$ cat config.mk
export PLATFORM = sky130hd
export DESIGN_NAME = mdio_mgmt_ctrl
export DESIGN_NICKNAME = d
export VERILOG_FILES = /design/src/rtl/mdio_mgmt_pkg.sv /design/src/rtl/mdio_clk_div.sv /design/src/rtl/mdio_frame_engine.sv /design/src/rtl/mdio_reg_file.sv /design/src/rtl/mdio_mgmt_ctrl.sv
export SDC_FILE = /design/constraint.sdc
export NUM_CORES = 1
export LEC_CHECK = 0
export ABC_AREA = 0
export BUFFER_PORTS_ARGS = -buffer_cell sky130_fd_sc_hd__buf_4
export CAP_MARGIN = 20
export CORE_MARGIN = 2
export CORE_UTILIZATION = 40
export DETAILED_ROUTE_END_ITERATION = 12
export PLACE_DENSITY = 0.62
export SYNTH_ARGS = -nofsm -noshare
export SYNTH_HDL_FRONTEND = slang
export SYNTH_SLANG_ARGS = --single-unit
$ cat constraint.sdc
create_clock -name clk -period 2 [get_ports clk]
set_clock_uncertainty 0.1 [all_clocks]
set_input_delay 0.3 -clock clk [delete_from_list [all_inputs] [get_ports clk]]
set_output_delay 0.3 -clock clk [all_outputs]
set_load 0.1 [all_outputs]
$ cat src/rtl/mdio_mgmt_pkg.sv
package mdio_mgmt_pkg;
  localparam int PHY_AW    = 5;
  localparam int REG_AW    = 5;
  localparam int DATA_W    = 16;
  localparam int CTRL_W    = 16;
  localparam int PRE_LEN   = 32;
  localparam int FRAME_LEN = PRE_LEN + 4 + PHY_AW + REG_AW + 2 + DATA_W;
  localparam int TA_SLOT   = PRE_LEN + 4 + PHY_AW + REG_AW;
  localparam int DATA_SLOT = TA_SLOT + 2;
  localparam int IDX_W     = $clog2(FRAME_LEN);
  // control word field positions (software-visible)
  localparam int RD_BIT    = 0;
  localparam int WR_BIT    = 1;
  localparam int REG_LSB   = 4;
  localparam int PHY_LSB   = 9;

  typedef struct packed {
    logic [PHY_AW-1:0] phy;
    logic [REG_AW-1:0] regad;
  } mgmt_addr_t;

  // whole serial frame, first bit on the wire in the MSB
  function automatic logic [FRAME_LEN-1:0] build_frame(
    input logic rd, input mgmt_addr_t a, input logic [DATA_W-1:0] d);
    logic [1:0] opc;
    logic [1:0] ta;
    logic [DATA_W-1:0] pay;
    opc = rd ? 2'b10 : 2'b01;
    ta  = rd ? 2'b11 : 2'b10;
    pay = rd ? {DATA_W{1'b1}} : d;
    return {{PRE_LEN{1'b1}}, 2'b01, opc, a.phy, a.regad, ta, pay};
  endfunction
endpackage

$ cat src/rtl/mdio_clk_div.sv
module mdio_clk_div #(
  parameter int HALF_DIV = 4
) (
  input  logic clk,
  input  logic rst_n,
  input  logic run,
  output logic mdc,
  output logic rise_stb,
  output logic fall_stb
);
  logic mdc_q;
  logic edge_due;

  generate
    if (HALF_DIV == 1) begin : g_nodiv
      assign edge_due = run;
    end else begin : g_div
      localparam int CW = $clog2(HALF_DIV);
      logic [CW-1:0] cnt_q;
      always_ff @(posedge clk or negedge rst_n) begin
        if (!rst_n)                             cnt_q <= '0;
        else if (!run)                          cnt_q <= '0;
        else if (cnt_q == CW'(HALF_DIV - 1))    cnt_q <= '0;
        else                                    cnt_q <= cnt_q + 1'b1;
      end
      assign edge_due = run && (cnt_q == CW'(HALF_DIV - 1));
    end
  endgenerate

  always_ff @(posedge clk or negedge rst_n) begin
    if (!rst_n)        mdc_q <= 1'b0;
    else if (!run)     mdc_q <= 1'b0;
    else if (edge_due) mdc_q <= ~mdc_q;
  end

  assign mdc      = mdc_q;
  assign rise_stb = edge_due && !mdc_q;
  assign fall_stb = edge_due &&  mdc_q;
endmodule

$ cat src/rtl/mdio_frame_engine.sv
module mdio_frame_engine
  import mdio_mgmt_pkg::*;
(
  input  logic                 clk,
  input  logic                 rst_n,
  input  logic                 start,
  input  logic                 start_rd,
  input  logic [FRAME_LEN-1:0] frame,
  input  logic                 rise_stb,
  input  logic                 fall_stb,
  input  logic                 mdio_i,
  output logic                 busy,
  output logic                 is_rd,
  output logic [IDX_W-1:0]     bit_idx,
  output logic                 mdio_o,
  output logic                 mdio_oe,
  output logic                 done,
  output logic [DATA_W-1:0]    rx_data
);
  logic [FRAME_LEN-1:0] sh_q;
  logic [DATA_W-1:0]    rx_q;
  logic [IDX_W-1:0]     idx_q;
  logic                 busy_q, rd_q;
  logic                 last_slot;

  assign last_slot = (idx_q == IDX_W'(FRAME_LEN - 1));

  always_ff @(posedge clk or negedge rst_n) begin
    if (!rst_n) begin
      busy_q <= 1'b0;
      rd_q   <= 1'b0;
      idx_q  <= '0;
      sh_q   <= '1;
      rx_q   <= '0;
    end else if (!busy_q) begin
      if (start) begin
        busy_q <= 1'b1;
        rd_q   <= start_rd;
        idx_q  <= '0;
        sh_q   <= frame;
      end
    end else begin
      if (rise_stb && rd_q && (idx_q >= IDX_W'(DATA_SLOT)))
        rx_q <= {rx_q[DATA_W-2:0], mdio_i};
      if (fall_stb) begin
        if (last_slot) begin
          busy_q <= 1'b0;
        end else begin
          idx_q <= idx_q + 1'b1;
          sh_q  <= {sh_q[FRAME_LEN-2:0], 1'b1};
        end
      end
    end
  end

  assign busy    = busy_q;
  assign is_rd   = rd_q;
  assign bit_idx = idx_q;
  assign mdio_o  = sh_q[FRAME_LEN-1];
  assign mdio_oe = busy_q && !(rd_q && (idx_q >= IDX_W'(TA_SLOT)));
  assign done    = busy_q && fall_stb && last_slot;
  assign rx_data = rx_q;
endmodule

$ cat src/rtl/mdio_reg_file.sv
module mdio_reg_file
  import mdio_mgmt_pkg::*;
(
  input  logic              clk,
  input  logic              rst_n,
  input  logic              wr_en,
  input  logic              sel,
  input  logic [CTRL_W-1:0] wdata,
  input  logic              busy,
  input  logic              op_rd,
  input  logic              done,
  input  logic [DATA_W-1:0] rx_data,
  output mgmt_addr_t        addr,
  output logic [DATA_W-1:0] data,
  output logic              start,
  output logic              start_rd,
  output logic [CTRL_W-1:0] rdata
);
  mgmt_addr_t        addr_q;
  logic [DATA_W-1:0] data_q;
  logic              ctrl_wr, data_wr;
  logic [CTRL_W-1:0] ctrl_view;

  assign ctrl_wr  = wr_en && !sel && !busy;
  assign data_wr  = wr_en &&  sel && !busy;
  assign start    = ctrl_wr && (wdata[RD_BIT] || wdata[WR_BIT]);
  assign start_rd = wdata[RD_BIT];

  always_ff @(posedge clk or negedge rst_n) begin
    if (!rst_n) begin
      addr_q <= '0;
      data_q <= '0;
    end else begin
      if (ctrl_wr) begin
        addr_q.phy   <= wdata[PHY_LSB +: PHY_AW];
        addr_q.regad <= wdata[REG_LSB +: REG_AW];
      end
      if (data_wr)            data_q <= wdata;
      else if (done && op_rd) data_q <= rx_data;
    end
  end

  always_comb begin
    ctrl_view                       = '0;
    ctrl_view[PHY_LSB +: PHY_AW]    = addr_q.phy;
    ctrl_view[REG_LSB +: REG_AW]    = addr_q.regad;
    ctrl_view[RD_BIT]               = busy &&  op_rd;
    ctrl_view[WR_BIT]               = busy && !op_rd;
  end

  assign rdata = sel ? data_q : ctrl_view;
  assign addr  = addr_q;
  assign data  = data_q;
endmodule

$ cat src/rtl/mdio_mgmt_ctrl.sv
module mdio_mgmt_ctrl
  import mdio_mgmt_pkg::*;
#(
  parameter int MDC_HALF_DIV = 4
) (
  input  logic        clk,
  input  logic        rst_n,
  input  logic        reg_wr_en,
  input  logic        reg_sel,
  input  logic [15:0] reg_wdata,
  output logic [15:0] reg_rdata,
  output logic        mdc,
  input  logic        mdio_i,
  output logic        mdio_o,
  output logic        mdio_oe
);
  mgmt_addr_t           addr;
  mgmt_addr_t           new_addr;
  logic [DATA_W-1:0]    data_q;
  logic [DATA_W-1:0]    rx_data;
  logic [FRAME_LEN-1:0] frame;
  logic [IDX_W-1:0]     bit_idx;
  logic                 start, start_rd, busy, op_rd_q, done;
  logic                 rise_stb, fall_stb;

  assign new_addr.phy   = reg_wdata[PHY_LSB +: PHY_AW];
  assign new_addr.regad = reg_wdata[REG_LSB +: REG_AW];
  assign frame          = build_frame(start_rd, new_addr, data_q);

  mdio_reg_file u_regs (
    .clk, .rst_n,
    .wr_en    (reg_wr_en),
    .sel      (reg_sel),
    .wdata    (reg_wdata),
    .busy     (busy),
    .op_rd    (op_rd_q),
    .done     (done),
    .rx_data  (rx_data),
    .addr     (addr),
    .data     (data_q),
    .start    (start),
    .start_rd (start_rd),
    .rdata    (reg_rdata)
  );

  mdio_clk_div #(.HALF_DIV(MDC_HALF_DIV)) u_div (
    .clk, .rst_n,
    .run      (busy),
    .mdc      (mdc),
    .rise_stb (rise_stb),
    .fall_stb (fall_stb)
  );

  mdio_frame_engine u_eng (
    .clk, .rst_n,
    .start    (start),
    .start_rd (start_rd),
    .frame    (frame),
    .rise_stb (rise_stb),
    .fall_stb (fall_stb),
    .mdio_i   (mdio_i),
    .busy     (busy),
    .is_rd    (op_rd_q),
    .bit_idx  (bit_idx),
    .mdio_o   (mdio_o),
    .mdio_oe  (mdio_oe),
    .done     (done),
    .rx_data  (rx_data)
  );
endmodule

==> impl_summary.log, run 1 <==
INFO  metric insertedDiodeCount = 0
INFO  metric power.share.sequential = 39.3%
INFO  metric grt_pass1_wl = 17900 µm
INFO  metric final.fill_count = between 1000 and 1500
INFO  metric synth_enable_flop_cells = 0
INFO  metric finalNetCount = 495
INFO  metric fp.coreArea = about 12000 µm²
INFO  metric p_sw = between 3000 and 4000 µW
INFO  metric layout.core_utilization = between 50% and 60%
INFO  metric setup_viol_count_final = 1
INFO  metric finalPower = 10700 µW
INFO  metric gp_congestion = between 0.8 and 0.9
INFO  metric worstPathCellList = buf_6 > ha_4 > nor2_4 > o21bai_4 > a31oi_4 > buf_12
INFO  metric commonest_cells_after_routing_fill_and_taps_aside = dfstp_2, buf_4, dfrtp_1, mux2_2
INFO  metric clock_tree.root_cell = clkbuf_16
INFO  metric finalHoldViolCount = 0
INFO  metric p_int = 7320 µW
INFO  metric synth_area = 5060 µm²
INFO  metric critical_path_maximum_fanout = 2
INFO  metric met3_length = 430 µm
INFO  metric crit-reg2reg-launch = u_eng.bit_idx[0]
INFO  metric combinationalPowerShare = 29.6%
INFO  metric max_slew.worst_pin.slew = between 300 and 400 ps
INFO  metric power.leakage = 0.00272 µW
INFO  metric vdd.ir_drop.worst = 684 µV
INFO  metric post_cts_clock_slew_at_the_launch_and_capture_registers_of_the_worst_setup_and_hold_paths = roughly 50 ps
INFO  metric cp.required = 1600 ps
INFO  metric hp-class = input port to flip-flop
INFO  metric portbufs = 39
INFO  metric clock_tree_from_tritoncts = yes
INFO  metric r2r_cells = 8
INFO  metric final_hpwl_from_detailed_placement = 6870 µm
INFO  metric maxCapViolations = 0
INFO  metric synth.net_count = 439
INFO  metric final_min_period_over_clock_period = 101%
INFO  metric dpl_worst_slack = 73.8 ps
INFO  metric routed_wl = 10800 µm
INFO  metric detailroute.wirelength.met2 = 5140 µm
INFO  metric dpl_cell_area = ~5700 µm²
INFO  metric grt_pass1_vias = about 3500
INFO  metric cp_data_arrival_time = 1610 ps
INFO  metric syn_to_final_growth = 28.1%
INFO  metric antenna_found_initial = 0
INFO  metric numCtsBuffers = 17
INFO  metric clk-insertion-delay-late = 400 ps
INFO  metric netSwitchingFraction = 31.5%
INFO  metric max_freq = between 400 and 500 MHz
INFO  metric dieArea = 13600 µm²
INFO  metric number_of_flip_flops_and_latches_in_the_synthesized_netlist = 117
INFO  metric cts_num_sinks = 117
INFO  metric routedLengthMet1 = 5140 µm
INFO  metric timing.final.crit_period = slightly above 2000 ps
INFO  metric std_cell_rows = slightly above 40
INFO  metric groute.usage.overall = ~17%
INFO  metric synth.area.top_cells = dfstp_2, dfrtp_1, mux2_2, o22a_1, mux2i_1
INFO  metric maxSlewViolCount = 0
INFO  metric gr-total-overflow = 0
INFO  metric synth_seq_area_share = 59.4%
INFO  metric grt_max_degree = 68
INFO  metric route.detailed.vias_per_inst = between 5 and 6
INFO  metric critPathLaunchType = flip-flop
INFO  metric end_kind = output port
INFO  metric crit_path_start = u_eng.bit_idx[1]
INFO  metric worst_path_max_delay_cell = dfrtp_1
INFO  metric max_stage_delay = 390 ps
INFO  metric critical_path.reg2reg.endpoint = u_regs.data[6]
INFO  metric synth_flop_cell = dfstp_2
INFO  metric failing_checks = negative setup slack
INFO  metric netlist.top_cell.by_area = dfstp_2
INFO  metric cts.htree.levels = 4
INFO  metric die_w = 117 µm
INFO  metric detail_route.iter0.violations = 167
INFO  metric synth_area_per_cell = 12.2 µm²
INFO  metric p_per_area = roughly 1600 nW/µm²
INFO  metric synthesis.yosys.warnings = 0
INFO  metric initial_standard_cell_utilization_of_the_core = 40.6%
INFO  metric synth-async-reset-ratio = 100%
INFO  metric die-height = 117 µm
INFO  metric outcome = complete, but fails checks
INFO  metric critPathKind = flip-flop to output port
INFO  metric worst-r2r-setup-slack = 110 ps
INFO  metric synth_largest_type_area_fraction = 33.2%
INFO  metric top_layer_used = met4
INFO  metric routed-via-count = 3522
INFO  metric detailedRoute.firstPassIterationCount = 4
INFO  metric antenna_violating_nets_remaining = 0
INFO  metric post_synth_inst_count = 415
INFO  metric ctsLongestPathBuffers = 2
INFO  metric maxSlewHeadroom = 73.8%
INFO  metric power.clock.fraction = 31.0%
INFO  metric post_drt_wl_per_cell = 16.5 µm
INFO  metric rsz0062_at_grt = true
INFO  metric setup_ws = -14.0 ps
INFO  metric final_common_cell = dfstp_2
INFO  metric route.detailed.drc = 0
INFO  metric post_route_cells_drive_above_1_share = 44.8%
INFO  metric crit_path_end = mdio_oe
INFO  metric stdcell_area = 6490 µm²
INFO  metric design.portCount = 40
INFO  metric yosys.cell_types.count = 38
-- how the worst min path moves through the flow --
stage                start                   end  slack [ps]  depth (start not counted)
floorplan            rst_n  u_div.g_div.cnt_q[0]        -100                          0
global placement     rst_n      u_eng.bit_idx[1]         160                          1
detailed placement   rst_n      u_eng.bit_idx[0]         160                          1
CTS                 mdio_i      u_eng.rx_data[0]          20                          2
global route        mdio_i      u_eng.rx_data[0]          30                          2
finish              mdio_i      u_eng.rx_data[0]          30                          2
-- Yosys cell counts (all sizes together) (8+ instances only) --
library cell   n
dfstp         64
dfrtp         53
o22a          34
nor2          21
and2           8
buf            9
o22ai         15
mux2          36
o21ai         37
a21oi         18
mux2i         26
clkbuf        21
nand3         33
nand2          8
-- kinds of logic (layout without fill, tap and decap cells) --
kind of cell,count (synthesis),after routing,share of synthesized area [%]
multiplexers,62,62,13.1
adder cells (fa/ha/maj),3,3,0.742
XOR/XNOR,5,5,0.865
flip-flops,117,117,59.4
AND/OR/NAND/NOR,79,79,8.01
AO/OA/AOI/OAI,116,116,15.1
buffers and inverters,33,102,2.77
-- power by group through the flow --
stage          logic [µW]  registers, µW  clock network [µW]
5_1_grt              3470           4310                3470
3_5_place_dp         3000           4210                   0
3_3_place_gp         2910           4180                   0
4_1_cts              3140           4200                3370
2_1_floorplan        2120           4240                   0
6_report             3160           4200                3320
-- state kept, by name (all words and copies together) (netlist names) --
name and flops:
u_eng.bit_idx 6, u_div.mdc 1, u_eng.busy 1, u_regs.data 16, u_eng.is_rd 1, u_regs.addr 10
u_eng.rx_data 16, u_div.g_div.cnt_q 2, u_eng.sh_q 64
-- per-layer routing --
metal  vias up  track usage (%)
li1       1639                -
met1      1804             24.5
met2        67             25.9
met3        12             4.20
met4         0             5.87
met5         -                0
-- what timing repair did --
action,4_1_cts,5_1_grt
endpoints found under the setup margin,2,68
pin swaps,3,4
endpoints found under the hold margin,8,0
hold buffers,1,0
resized for setup,13,6
buffers inserted,3,1
-- cell type report --
class	instances	area (µm²)	share of cell area (%)
Clock inverter	10	175	2.70
Multi-Input combinational cell	265	1990	30.7
Inverter	3	16.3	0.251
Sequential cell	117	3010	46.5
Clock buffer	22	474	7.31
Timing Repair Buffer	67	599	9.24
Tap cell	172	215	3.32
-- critical path, delay by kind of cell, from the launching register on --
family / cells / cell delay, ps
adder cells (fa/ha/maj): 1 / 150
buffers and inverters: 2 / 320
AND/OR/NAND/NOR: 1 / 100
AO/OA/AOI/OAI: 2 / 250
flip-flops: 1 / 390
-- per-stage QoR --
stage          cells  setup TNS (ps)  hold WS [ps]
2_1_floorplan    415            -138         -95.6
3_3_place_gp     619               0           164
3_5_place_dp     619               0           163
4_1_cts          655           -51.5          15.7
5_1_grt          656            -105          29.7
6_report         656           -14.0          28.2
(Power assumes the default switching activity.)
==> run 2: changes to the inputs <==
- CORE_MARGIN: 2 -> default
- SETUP_SLACK_MARGIN: default -> 0.1
==> run 2 against run 1 <==
  * The flow now finishes without violations
  * Maximum frequency rose by 2.9%
  * Critical path depth is 1 lower
  * Largest cell class unchanged
  * Highest routed layer unchanged
  * Power down 4.3%
  * Sequential power hardly changed
  * Flip-flop and latch count unchanged
  * Via count about the same
  * Combinational power down 2%
  * Core utilization increased by 1.1 points
  * Sequential share of layout area grew 0.18 points
==> impl_summary.log, run 2 (synthesized netlist as in run 1, its figures left out) <==
INFO  metric max_slew.worst_pin.slew = 489 ps
INFO  metric registers.top_by_ff_count = u_eng.sh_q
INFO  metric routed-via-count = 3524
INFO  metric design.portCount = 40
INFO  metric multi_input_area = 2000 µm²
INFO  metric cp.required = 1600 ps
INFO  metric netSwitchingFraction = 33.4%
INFO  metric p_int = 6810 µW
INFO  metric grt_max_degree = 54
INFO  metric power.share.sequential = between 40% and 50%
INFO  metric post_route_cells_drive_above_1_share = between 40 and 50%
INFO  metric power.clock.fraction = approximately 29%
INFO  metric portbufs = 39
INFO  metric final_cells = 651
INFO  metric critPathKind = flip-flop to output port
INFO  metric clock_tree_from_tritoncts = yes
INFO  metric clk-insertion-delay-late = between 400 and 500 ps
INFO  metric syn_to_final_growth = 27.6%
INFO  metric timing.final.crit_period = 1960 ps
INFO  metric final.fill_count = between 1000 and 1500
INFO  metric maxSlewViolCount = 0
INFO  metric post_cts_clock_slew_at_the_launch_and_capture_registers_of_the_worst_setup_and_hold_paths = 50 ps
INFO  metric cts.htree.levels = 4
INFO  metric gp_congestion = 0.832
INFO  metric maxCapViolations = 0
INFO  metric route.detailed.vias_per_inst = between 5 and 6
INFO  metric detail_route.iter0.violations = 219
INFO  metric die_w = 115 µm
INFO  metric fp.coreArea = approximately 12000 µm²
INFO  metric final_common_cell = dfstp_2
INFO  metric insertedDiodeCount = 0
INFO  metric max_freq = 511 MHz
INFO  metric critPathLaunchType = flip-flop
INFO  metric end_kind = output port
INFO  metric combinationalPowerShare = between 30% and 40%
INFO  metric cp_data_arrival_time = 1560 ps
INFO  metric layout.core_utilization = 53.1%
INFO  metric dpl_worst_slack = 79.7 ps
INFO  metric commonest_cells_after_routing_fill_and_taps_aside = dfstp_2, buf_4, dfrtp_1, mux2_2, o21ai_0
INFO  metric final_min_period_over_clock_period = 97.8%
INFO  metric p_per_area = around 1600 nW/µm²
INFO  metric setup_ws = roughly 43 ps
INFO  metric ctsLongestPathBuffers = 2
INFO  metric route.detailed.drc = 0
INFO  metric routed_wl = 11000 µm
INFO  metric numCtsBuffers = 17
INFO  metric dieArea = 13100 µm²
INFO  metric maxSlewHeadroom = 67.4%
INFO  metric std_cell_rows = 40
INFO  metric power.leakage = 0.00269 µW
INFO  metric clock_tree.root_cell = clkbuf_16
INFO  metric regArea = 3010 µm²
INFO  metric cts_num_sinks = 117
INFO  metric p_sw = 3410 µW
INFO  metric number_of_flip_flops_under_the_largest_register_name = 64
INFO  metric hp-class = input port to flip-flop
INFO  metric antenna_found_initial = 0
INFO  metric antenna_violating_nets_remaining = 0
INFO  metric vdd.ir_drop.worst = 688 µV
INFO  metric finalHoldViolCount = 0
INFO  metric grt_pass1_vias = 3578
INFO  metric post_drt_wl_per_cell = 16.9 µm
INFO  metric stdcell_area = 6460 µm²
INFO  metric groute.usage.overall = between 10% and 20%
INFO  metric gr-total-overflow = 0
INFO  metric outcome = complete, no violations
INFO  metric dpl_cell_area = 5730 µm²
INFO  metric critical_path_maximum_fanout = 3
INFO  metric finalNetCount = between 400 and 500
INFO  metric die-height = 115 µm
INFO  metric detailedRoute.firstPassIterationCount = 4
INFO  metric final_hpwl_from_detailed_placement = 6900 µm
INFO  metric post-place-cells = 610
INFO  metric grt_pass1_wl = 18400 µm
INFO  metric initial_standard_cell_utilization_of_the_core = 41.6%
INFO  metric setup_viol_count_final = 0
INFO  metric rsz0062_at_grt = true
[run 2: cell count changes in the layout (fill, tap and decap cells not counted), sizes merged]
cell,delta
bufinv,-3
clkbuf,-4
clkinv,+1
clkinvlp,+5
inv,+3
buf,-3
[run 2: worst paths after layout]
path / startpoint / depth (start not counted) / slack (ps) / endpoint
setup / recovery: u_eng.bit_idx[1] / 5 / 40 / mdio_oe
hold reg to reg: u_div.g_div.cnt_q[0] / 1 / 340 / u_div.g_div.cnt_q[0]
hold / removal: mdio_i / 2 / 30 / u_eng.rx_data[0]
min in group asynchronous: rst_n / 2 / 310 / u_eng.rx_data[3]
max in group asynchronous: rst_n / 3 / 820 / u_eng.sh_q[9]
setup reg to reg: u_eng.bit_idx[1] / 9 / 80 / u_regs.data[2]
[run 2: what timing repair did]
item                                    in CTS  in global routing
endpoints found under the setup margin      38                 83
endpoints found under the hold margin       17                  0
gates resized for setup                      7                  8
gates cloned                                 1                  1
buffers inserted                             5                  1
pin swaps                                    1                  2
hold buffers                                 1                  0
[run 2: metrics by stage]
| step | hold slack (ps) | total power [µW] | setup TNS (ps) |
|---|---|---|---|
| 2_1_floorplan | -95.6 | 6370 | -13.1 |
| 3_3_place_gp | 196 | 7080 | 0 |
| 3_5_place_dp | 204 | 7190 | 0 |
| 4_1_cts | 13.7 | 10300 | 0 |
| 5_1_grt | 15.6 | 10800 | -16.3 |
| 6_report | 27.3 | 10200 | 0 |
[run 2: metal layers]
metal	vias up	GRT usage, %	part of all wire [%]
met2	65	28.8	49
met1	1808	24.2	46
met4	0	7.19	1.1
met3	11	5.45	3.7
met5	-	0	0
li1	1640	-	-
[run 2: power groups by stage]
stage | Combinational (µW) | Clock, µW | Sequential [µW]
6_report | 3090 | 2930 | 4210
5_1_grt | 3370 | 3100 | 4320
4_1_cts | 3080 | 2990 | 4200
3_5_place_dp | 2950 | 0 | 4240
3_3_place_gp | 2870 | 0 | 4210
2_1_floorplan | 2130 | 0 | 4240
[run 2: area by class of cell]
type                       instances  area share [%]
clock buffer                      17            6.58
clock inverter                    15            2.42
inverter                           3           0.252
multi-input combinational        265            30.9
sequential                       117            46.6
tap                              168            3.25
timing repair buffer              65            9.84
timing repair inverter             1          0.0775
[run 2: critical path: stages (launching register included)]
cell      delay, ps
dfrtp_1         400
ha_2            170
nor2_1          100
o21bai_1        110
a31oi_4         170
buf_12          190
